`src/rtl/wic_pkg.sv`:
```
package wic_pkg;
  localparam int ID_W     = 10;
  localparam int ID_LSB   = 16;
  localparam int HART_LSB = 18;
  localparam int ADDR_W   = 16;

  typedef enum logic [2:0] {
    MODE_OFF  = 3'd0,
    MODE_RISE = 3'd1,
    MODE_FALL = 3'd2,
    MODE_HIGH = 3'd3,
    MODE_LOW  = 3'd4
  } trig_mode_e;

  typedef enum logic [3:0] {
    SEL_NONE, SEL_DOM, SEL_CFG, SEL_TGT, SEL_BANK, SEL_SETNUM,
    SEL_CLRNUM, SEL_DELIV, SEL_THRESH, SEL_TOP, SEL_CLAIM
  } reg_sel_e;
endpackage

```
`src/rtl/wic_addr_decode.sv`:
```
module wic_addr_decode
  import wic_pkg::*;
#(
  parameter int NUM_SRC  = 40,
  parameter int NUM_HART = 2,
  localparam int HART_W  = (NUM_HART > 1) ? $clog2(NUM_HART) : 1
) (
  input  logic [ADDR_W-1:0] addr_i,
  output reg_sel_e          sel_o,
  output logic [ID_W-1:0]   idx_o,
  output logic [HART_W-1:0] hart_o,
  output logic [4:0]        word_o
);
  logic [3:0]      region;
  logic [ID_W-1:0] widx;
  logic [6:0]      hart_n;
  logic [2:0]      ireg;

  assign region = addr_i[15:12];
  assign widx   = addr_i[11:2];
  assign hart_n = addr_i[11:5];
  assign ireg   = addr_i[4:2];
  assign idx_o  = widx;
  assign word_o = addr_i[6:2];
  assign hart_o = hart_n[HART_W-1:0];

  always_comb begin
    sel_o = SEL_NONE;
    if (addr_i[1:0] == 2'b00) begin
      unique case (region)
        4'h0: begin
          if (widx == '0) sel_o = SEL_DOM;
          else if (widx <= ID_W'(NUM_SRC)) sel_o = SEL_CFG;
        end
        4'h1: begin
          if (addr_i[11:7] == 5'd0 && addr_i[6:2] <= 5'(NUM_SRC / 32)) sel_o = SEL_BANK;
          else if (widx == 10'h020) sel_o = SEL_SETNUM;
          else if (widx == 10'h021) sel_o = SEL_CLRNUM;
        end
        4'h2: begin
          if (widx != '0 && widx <= ID_W'(NUM_SRC)) sel_o = SEL_TGT;
        end
        4'h4: begin
          if (hart_n < 7'(NUM_HART)) begin
            case (ireg)
              3'd0: sel_o = SEL_DELIV;
              3'd1: sel_o = SEL_THRESH;
              3'd2: sel_o = SEL_TOP;
              3'd3: sel_o = SEL_CLAIM;
              default: sel_o = SEL_NONE;
            endcase
          end
        end
        default: sel_o = SEL_NONE;
      endcase
    end
  end
endmodule

```
`src/rtl/wic_source.sv`:
```
module wic_source
  import wic_pkg::*;
(
  input  logic       clk_i,
  input  logic       rst_ni,
  input  logic       raw_i,
  input  trig_mode_e mode_i,
  input  logic       cfg_wr_i,
  input  logic       claim_i,
  output logic       pend_o
);
  logic s1_q, s2_q, prev_q, pend_d;

  always_comb begin
    case (mode_i)
      MODE_RISE: pend_d = (s2_q & ~prev_q) | (pend_o & ~claim_i);
      MODE_FALL: pend_d = (~s2_q & prev_q) | (pend_o & ~claim_i);
      MODE_HIGH: pend_d = s2_q & ~claim_i;
      MODE_LOW:  pend_d = ~s2_q & ~claim_i;
      default:   pend_d = 1'b0;
    endcase
  end

  always_ff @(posedge clk_i or negedge rst_ni) begin
    if (!rst_ni) begin
      s1_q   <= 1'b0;
      s2_q   <= 1'b0;
      prev_q <= 1'b0;
      pend_o <= 1'b0;
    end else begin
      s1_q   <= raw_i;
      s2_q   <= s1_q;
      prev_q <= s2_q;
      pend_o <= cfg_wr_i ? 1'b0 : pend_d;
    end
  end
endmodule

```
`src/rtl/wic_hart_pick.sv`:
```
module wic_hart_pick
  import wic_pkg::*;
#(
  parameter int NUM_SRC = 40,
  parameter int PRIO_W  = 8,
  parameter int HART_W  = 1,
  parameter int HART_ID = 0
) (
  input  logic [NUM_SRC-1:0]        live_i,
  input  logic [NUM_SRC*HART_W-1:0] hart_i,
  input  logic [NUM_SRC*PRIO_W-1:0] prio_i,
  input  logic [PRIO_W-1:0]         thresh_i,
  output logic [ID_W-1:0]           id_o,
  output logic [PRIO_W-1:0]         prio_o
);
  logic [PRIO_W-1:0] p;
  logic              ok;
  logic              found;

  always_comb begin
    id_o   = '0;
    prio_o = '0;
    found  = 1'b0;
    p      = '0;
    ok     = 1'b0;
    for (int j = 0; j < NUM_SRC; j++) begin
      p = prio_i[j*PRIO_W +: PRIO_W];
      if (p == '0) p = PRIO_W'(1);
      ok = live_i[j] && (hart_i[j*HART_W +: HART_W] == HART_W'(HART_ID))
           && (thresh_i == '0 || p < thresh_i);
      if (ok && (!found || p < prio_o)) begin
        found  = 1'b1;
        id_o   = ID_W'(j + 1);
        prio_o = p;
      end
    end
  end
endmodule

```
`src/rtl/wired_irq_ctrl.sv`:
```
module wired_irq_ctrl
  import wic_pkg::*;
#(
  parameter int NUM_SRC  = 40,
  parameter int NUM_HART = 2,
  parameter int PRIO_W   = 8,
  localparam int HART_W  = (NUM_HART > 1) ? $clog2(NUM_HART) : 1
) (
  input  logic                clk_i,
  input  logic                rst_ni,
  input  logic [NUM_SRC-1:0]  src_irq_i,
  input  logic                reg_wr_i,
  input  logic                reg_rd_i,
  input  logic [ADDR_W-1:0]   reg_addr_i,
  input  logic [31:0]         reg_wdata_i,
  output logic [31:0]         reg_rdata_o,
  output logic                reg_rvalid_o,
  output logic [NUM_HART-1:0] irq_o
);
  reg_sel_e          sel;
  logic [ID_W-1:0]   dec_idx;
  logic [HART_W-1:0] dec_hart;
  logic [4:0]        dec_word;

  logic                      dom_ie_q;
  trig_mode_e                cfg_q [NUM_SRC];
  logic [NUM_SRC*HART_W-1:0] tgt_hart_q;
  logic [NUM_SRC*PRIO_W-1:0] tgt_prio_q;
  logic [NUM_SRC-1:0]        en_q;
  logic [NUM_HART-1:0]       deliv_q;
  logic [PRIO_W-1:0]         thresh_q [NUM_HART];

  logic [NUM_SRC-1:0]  pend, src_off, claim_clr;
  logic [NUM_HART-1:0] claim_hit, top_nz;
  logic [ID_W-1:0]     top_id   [NUM_HART];
  logic [PRIO_W-1:0]   top_prio [NUM_HART];
  logic [31:0]         hart_word [NUM_HART];
  logic [31:0]         rd_mux;

  wic_addr_decode #(.NUM_SRC(NUM_SRC), .NUM_HART(NUM_HART)) u_dec (
    .addr_i(reg_addr_i), .sel_o(sel), .idx_o(dec_idx), .hart_o(dec_hart), .word_o(dec_word)
  );

  // Per-source trigger and pending logic
  for (genvar j = 0; j < NUM_SRC; j++) begin : g_src
    logic cfg_wr;
    assign cfg_wr     = reg_wr_i && sel == SEL_CFG && dec_idx == ID_W'(j + 1);
    assign src_off[j] = (cfg_q[j] == MODE_OFF);
    wic_source u_src (
      .clk_i(clk_i), .rst_ni(rst_ni), .raw_i(src_irq_i[j]), .mode_i(cfg_q[j]),
      .cfg_wr_i(cfg_wr), .claim_i(claim_clr[j]), .pend_o(pend[j])
    );
  end

  // Per-hart selection of the best eligible source
  for (genvar h = 0; h < NUM_HART; h++) begin : g_hart
    wic_hart_pick #(.NUM_SRC(NUM_SRC), .PRIO_W(PRIO_W), .HART_W(HART_W), .HART_ID(h)) u_pick (
      .live_i(pend & en_q), .hart_i(tgt_hart_q), .prio_i(tgt_prio_q),
      .thresh_i(thresh_q[h]), .id_o(top_id[h]), .prio_o(top_prio[h])
    );
    assign top_nz[h]    = (top_id[h] != '0);
    assign claim_hit[h] = reg_rd_i && sel == SEL_CLAIM && dec_hart == HART_W'(h);
    assign irq_o[h]     = dom_ie_q && deliv_q[h] && top_nz[h];
    always_comb begin
      hart_word[h] = '0;
      hart_word[h][ID_LSB +: ID_W] = top_id[h];
      hart_word[h][PRIO_W-1:0]     = top_prio[h];
    end
  end

  always_comb begin
    claim_clr = '0;
    for (int j = 0; j < NUM_SRC; j++)
      for (int h = 0; h < NUM_HART; h++)
        if (claim_hit[h] && top_id[h] == ID_W'(j + 1)) claim_clr[j] = 1'b1;
  end

  // Source configuration and target registers
  always_ff @(posedge clk_i or negedge rst_ni) begin
    if (!rst_ni) begin
      dom_ie_q   <= 1'b0;
      tgt_hart_q <= '0;
      tgt_prio_q <= '0;
      for (int j = 0; j < NUM_SRC; j++) cfg_q[j] <= MODE_OFF;
    end else if (reg_wr_i) begin
      if (sel == SEL_DOM) dom_ie_q <= reg_wdata_i[0];
      for (int j = 0; j < NUM_SRC; j++) begin
        if (dec_idx == ID_W'(j + 1)) begin
          if (sel == SEL_CFG)
            cfg_q[j] <= (reg_wdata_i[2:0] <= 3'd4) ? trig_mode_e'(reg_wdata_i[2:0]) : MODE_OFF;
          if (sel == SEL_TGT) begin
            tgt_hart_q[j*HART_W +: HART_W] <= reg_wdata_i[HART_LSB +: HART_W];
            tgt_prio_q[j*PRIO_W +: PRIO_W] <= reg_wdata_i[PRIO_W-1:0];
          end
        end
      end
    end
  end

  // Enable bits: by number and by 32-bit clear words
  always_ff @(posedge clk_i or negedge rst_ni) begin
    if (!rst_ni) begin
      en_q <= '0;
    end else if (reg_wr_i) begin
      for (int j = 0; j < NUM_SRC; j++) begin
        if (sel == SEL_SETNUM && reg_wdata_i == 32'(j + 1)) en_q[j] <= 1'b1;
        if (sel == SEL_CLRNUM && reg_wdata_i == 32'(j + 1)) en_q[j] <= 1'b0;
        if (sel == SEL_BANK && dec_word == 5'((j + 1) / 32) && reg_wdata_i[(j + 1) % 32])
          en_q[j] <= 1'b0;
      end
    end
  end

  // Per-hart delivery control
  always_ff @(posedge clk_i or negedge rst_ni) begin
    if (!rst_ni) begin
      deliv_q <= '0;
      for (int h = 0; h < NUM_HART; h++) thresh_q[h] <= '0;
    end else if (reg_wr_i) begin
      for (int h = 0; h < NUM_HART; h++) begin
        if (dec_hart == HART_W'(h)) begin
          if (sel == SEL_DELIV)  deliv_q[h]  <= reg_wdata_i[0];
          if (sel == SEL_THRESH) thresh_q[h] <= reg_wdata_i[PRIO_W-1:0];
        end
      end
    end
  end

  // Read path
  always_comb begin
    rd_mux = '0;
    case (sel)
      SEL_DOM: rd_mux[0] = dom_ie_q;
      SEL_CFG, SEL_TGT: begin
        for (int j = 0; j < NUM_SRC; j++) begin
          if (dec_idx == ID_W'(j + 1)) begin
            if (sel == SEL_CFG) rd_mux[2:0] = cfg_q[j];
            else begin
              rd_mux[HART_LSB +: HART_W] = tgt_hart_q[j*HART_W +: HART_W];
              rd_mux[PRIO_W-1:0]         = tgt_prio_q[j*PRIO_W +: PRIO_W];
            end
          end
        end
      end
      SEL_DELIV, SEL_THRESH, SEL_TOP, SEL_CLAIM: begin
        for (int h = 0; h < NUM_HART; h++) begin
          if (dec_hart == HART_W'(h)) begin
            if (sel == SEL_DELIV)       rd_mux[0] = deliv_q[h];
            else if (sel == SEL_THRESH) rd_mux[PRIO_W-1:0] = thresh_q[h];
            else                        rd_mux = hart_word[h];
          end
        end
      end
      default: rd_mux = '0;
    endcase
  end

  always_ff @(posedge clk_i or negedge rst_ni) begin
    if (!rst_ni) begin
      reg_rdata_o  <= '0;
      reg_rvalid_o <= 1'b0;
    end else begin
      reg_rvalid_o <= reg_rd_i;
      if (reg_rd_i) reg_rdata_o <= rd_mux;
    end
  end
endmodule

```
`config.mk`:
```
export PLATFORM = sky130hd
export DESIGN_NAME = wired_irq_ctrl
export DESIGN_NICKNAME = d
export VERILOG_FILES = /design/src/rtl/wic_pkg.sv /design/src/rtl/wic_addr_decode.sv /design/src/rtl/wic_source.sv /design/src/rtl/wic_hart_pick.sv /design/src/rtl/wired_irq_ctrl.sv
export SDC_FILE = /design/constraint.sdc
export NUM_CORES = 2
export LEC_CHECK = 0
export BUFFER_PORTS_ARGS = -buffer_cell sky130_fd_sc_hd__buf_2
export CAP_MARGIN = 20
export CORE_ASPECT_RATIO = 1.5
export CORE_MARGIN = 2
export CORE_UTILIZATION = 33
export DETAILED_ROUTE_END_ITERATION = 16
export GPL_ROUTABILITY_DRIVEN = 1
export HOLD_SLACK_MARGIN = 0.06
export SLEW_MARGIN = 20
export SYNTH_ARGS = -nofsm -noshare
export SYNTH_HDL_FRONTEND = slang
export SYNTH_SLANG_ARGS = --single-unit
```
`constraint.sdc`:
```
create_clock -name clk_i -period 260 [get_ports clk_i]
set_input_delay 26 -clock clk_i [delete_from_list [all_inputs] [get_ports clk_i]]
set_output_delay 26 -clock clk_i [all_outputs]
set_load 0.01 [all_outputs]
```
==> impl_metrics.toml <==
[status]
status = "complete, no violations"

[timing]
worst_pin_slew_ps = 1240
fmax_ghz = 0.00864
finalSetupTns_ps = 0
drv_slew = 0
fin_crit_sh_pct = 44.5
period_needed_ps = 115770
slew_headroom_pct = 16.4
finalHoldViolCount = 0
worst_clock_skew_ps = 44.1
rsz0062_at_grt = "false"
finalSetupViolCount = 0

[global_routing]
grt-ovfl-total = 0
grt_pass1_vias = 74900
grt_pass1_wl_mm = 520
grt_max_degree = 171
antenna_found_initial = 12
grtUsageTotal_pct = 29.9

[setup_path]
critPathKind = "flip-flop to primary output"
cp_common_cell = "a21oi_1"
cp-end-kind = "primary output"
crit_path_max_fanout = 35
crit_slowest_cell = "o41ai_4"
cp_top_family = "compound AO/OA/AOI/OAI gates"
slowest_delay_ps = 1010
cp.arrival_ps = 89770
path_buf_inv = 41
start_kind = "flip-flop"
crit_required_ps = 234000

[power_and_ir_drop]
power_density_mw_per_mm2 = 3.11
ir_worst_vdd_uv = 4.85
power.leakage_uw = 0.0380

[floorplan]
boundaryPins = 127
die_height_um = 592
die-area_sq_mm = 0.235
initial_core_util_pct = 33.1
row_count = 216
die_w_um = 396
core_area_sq_mm = 0.230

[drt]
num_vias = 77200
wl_per_cell_um = 29.0
vias_per_cell = 6.17
wirelength_mm = 363
final_antenna_net_count = 0
dr.pass1.iters = 13
drc = 0
drtIter0Drc = 7598

[clocking]
clock_sinks = 714
post_cts_buffers = 0
cts.clk_slew.worst_paths_ps = 60
cts_buffer_depth = 3
numCtsBuffers = 90
cts_tree = "yes"
root_buffer = "clkbuf_16"
cts_hold_buf = 0
cts_resized = 0
h-tree-depth = 3
clock_latency_ps = 760

[yosys]
async_flop_share_pct = 100
synth_fa_ha_area_share_pct = 17.2
yosys_warnings = 0
syn_inst = 9581
synth-xor-area-share_pct = 0.506
synth.most_common_cell = "ha_1"
synth_area_per_cell_sq_um = 7.95
synth_enable_flop_cells = 0
synth-compound-area-share_pct = 25.1
synth_area_leader_cell = "dfrtp_1"
synthMuxAreaShare_pct = 8.27
synthDominantCellAreaShare_pct = 23.5
ys_ff_latch = 714
synthTopCellsByArea = "dfrtp_1 (23%), ha_1 (17%), a21oi_1 (5.4%)"
seq_area_frac_synth_pct = 23.5
ys_types = 145
synth_top_family_by_area = "compound AO/OA/AOI/OAI gates"
synthSimpleGateAreaFrac_pct = 19.5
syn_area_sq_mm = 0.0762
synthTopCellsByCount = "ha_1 (1042), nand2_1 (977), a21oi_1 (829)"
synth_flop_cell = "dfrtp_1"

[place]
routabilityCongestion = 1.01
io_buffers = 108
dpl.hpwl_mm = 284

[flow_run]
maxCapViolCount = 0

[cells_and_area]
nNetsFinal = 10500
final_layout_size_suffix_gt1_share_pct = 11.3
final_core_util_pct = 36.1
syn_to_final_growth_pct = 9.03

[min_path]
min_path_type = "flip-flop to flip-flop"
cell type report:
| cell class | instances | area (sq um) |
|---|---|---|
| Fill cell | 23900 | 147000 |
| Multi-Input combinational cell | 7719 | 54000 |
| Sequential cell | 714 | 17900 |
| Tap cell | 3052 | 3820 |
| Clock buffer | 117 | 2470 |
| Timing Repair Buffer | 342 | 2360 |
| Inverter | 520 | 1950 |
| Clock inverter | 47 | 558 |
| Antenna cell | 5 | 12.5 |
power breakdown:
part | switching (uW) | leakage, uW | total (uW) | internal [uW]
combinational | 8.39 | 0.0273 | 10.1 | 1.65
sequential | 1.32 | 0.00918 | 114 | 112
clock | 57.1 | 0.00150 | 134 | 77.2
total | 66.8 | 0.0380 | 258 | 191
kinds of logic (layout without fill, tap and decap cells):
| logic type | Yosys count | in the layout |
|---|---|---|
| other cells | 1 | 23 |
| compound gates | 2937 | 2937 |
| fa+ha+maj | 1051 | 1051 |
| flops | 714 | 714 |
| xor+xnor | 44 | 44 |
| simple gates | 3089 | 3089 |
| buf+inv | 1165 | 1026 |
| mux | 580 | 580 |
stage by stage:
step / cells / setup slack [ps] / area, sq um / total power, uW / hold slack (ps)
after CTS: 12500 / 144710 / 83000 / 259 / 326
final: 12500 / 144230 / 83000 / 258 / 331
after detailed placement: 12300 / 145800 / 79900 / 125 / 335
after global routing: 12500 / 136270 / 83000 / 264 / 334
after global placement: 12300 / 147860 / 79900 / 125 / 335
after floorplan: 9598 / 158000 / 76200 / 118 / 331
worst paths after layout:
| kind | start | slack, ps | end | depth (start not counted) |
|---|---|---|---|---|
| min in group asynchronous | rst_ni | 25210 | g_src[13].u_src.s2_q$_DFF_PN0_ | 1 |
| hold / removal | g_src[13].u_src.s1_q$_DFF_PN0_ | 330 | g_src[13].u_src.s2_q$_DFF_PN0_ | 0 |
| setup / recovery | thresh_q[5]$_DFFE_PN0P_ | 144230 | irq_o[1] | 390 |
| setup reg to reg | thresh_q[5]$_DFFE_PN0P_ | 170290 | g_src[21].u_src.pend_o$_DFF_PN0_ | 392 |
| hold reg to reg | g_src[13].u_src.s1_q$_DFF_PN0_ | 330 | g_src[13].u_src.s2_q$_DFF_PN0_ | 0 |
| max in group asynchronous | rst_ni | 232550 | g_src[33].u_src.s1_q$_DFF_PN0_ | 4 |
cell usage in the layout, fill, tap and decap left out, types with 38 or more instances in the layout:
cell,netlist,final
a211oi_1,97,97
a21o_1,236,236
a21oi_1,829,829
a221oi_1,54,54
a22oi_1,60,60
a31oi_1,89,88
and2_1,58,56
and3_1,57,57
buf_2,26,108
buf_4,21,228
clkbuf_16,0,90
dfrtp_1,714,712
ha_1,1042,1042
inv_1,517,503
mux2_2,356,356
mux2i_1,214,214
nand2_1,977,975
nand2b_1,196,194
nand3_1,237,236
nand4_1,132,132
nor2_1,741,735
nor2b_1,184,184
nor3_1,187,183
nor4_1,89,88
o2111ai_1,46,46
o211ai_1,71,71
o21a_1,87,87
o21ai_0,731,730
o21ai_1,39,40
o22ai_1,98,98
o31ai_1,38,38
or2_2,39,39
or3_1,43,43
xor2_1,43,43
sequential cells by signal, summed over array words and instances (netlist names):
register            cells
tgt_prio_q            320
cfg_q                 120
en_q                   40
g_src.u_src.pend_o     40
g_src.u_src.prev_q     40
g_src.u_src.s1_q       40
g_src.u_src.s2_q       40
tgt_hart_q             40
thresh_q               16
reg_rdata_o            14
deliv_q                 2
dom_ie_q                1
reg_rvalid_o            1
layer usage:
| layer | GRT usage [%] | share of wire (%) | vias up | wire length [um] |
|---|---|---|---|---|
| met5 | 0 | 0.013 | - | 47 |
| met2 | 50.3 | 47 | 3838 | 169000 |
| li1 | - | - | 34700 | - |
| met1 | 33.0 | 36 | 37300 | 131000 |
| met4 | 24.9 | 9.9 | 8 | 36000 |
| met3 | 4.90 | 7.1 | 1380 | 25900 |
Power figures use the tool's default switching activity.
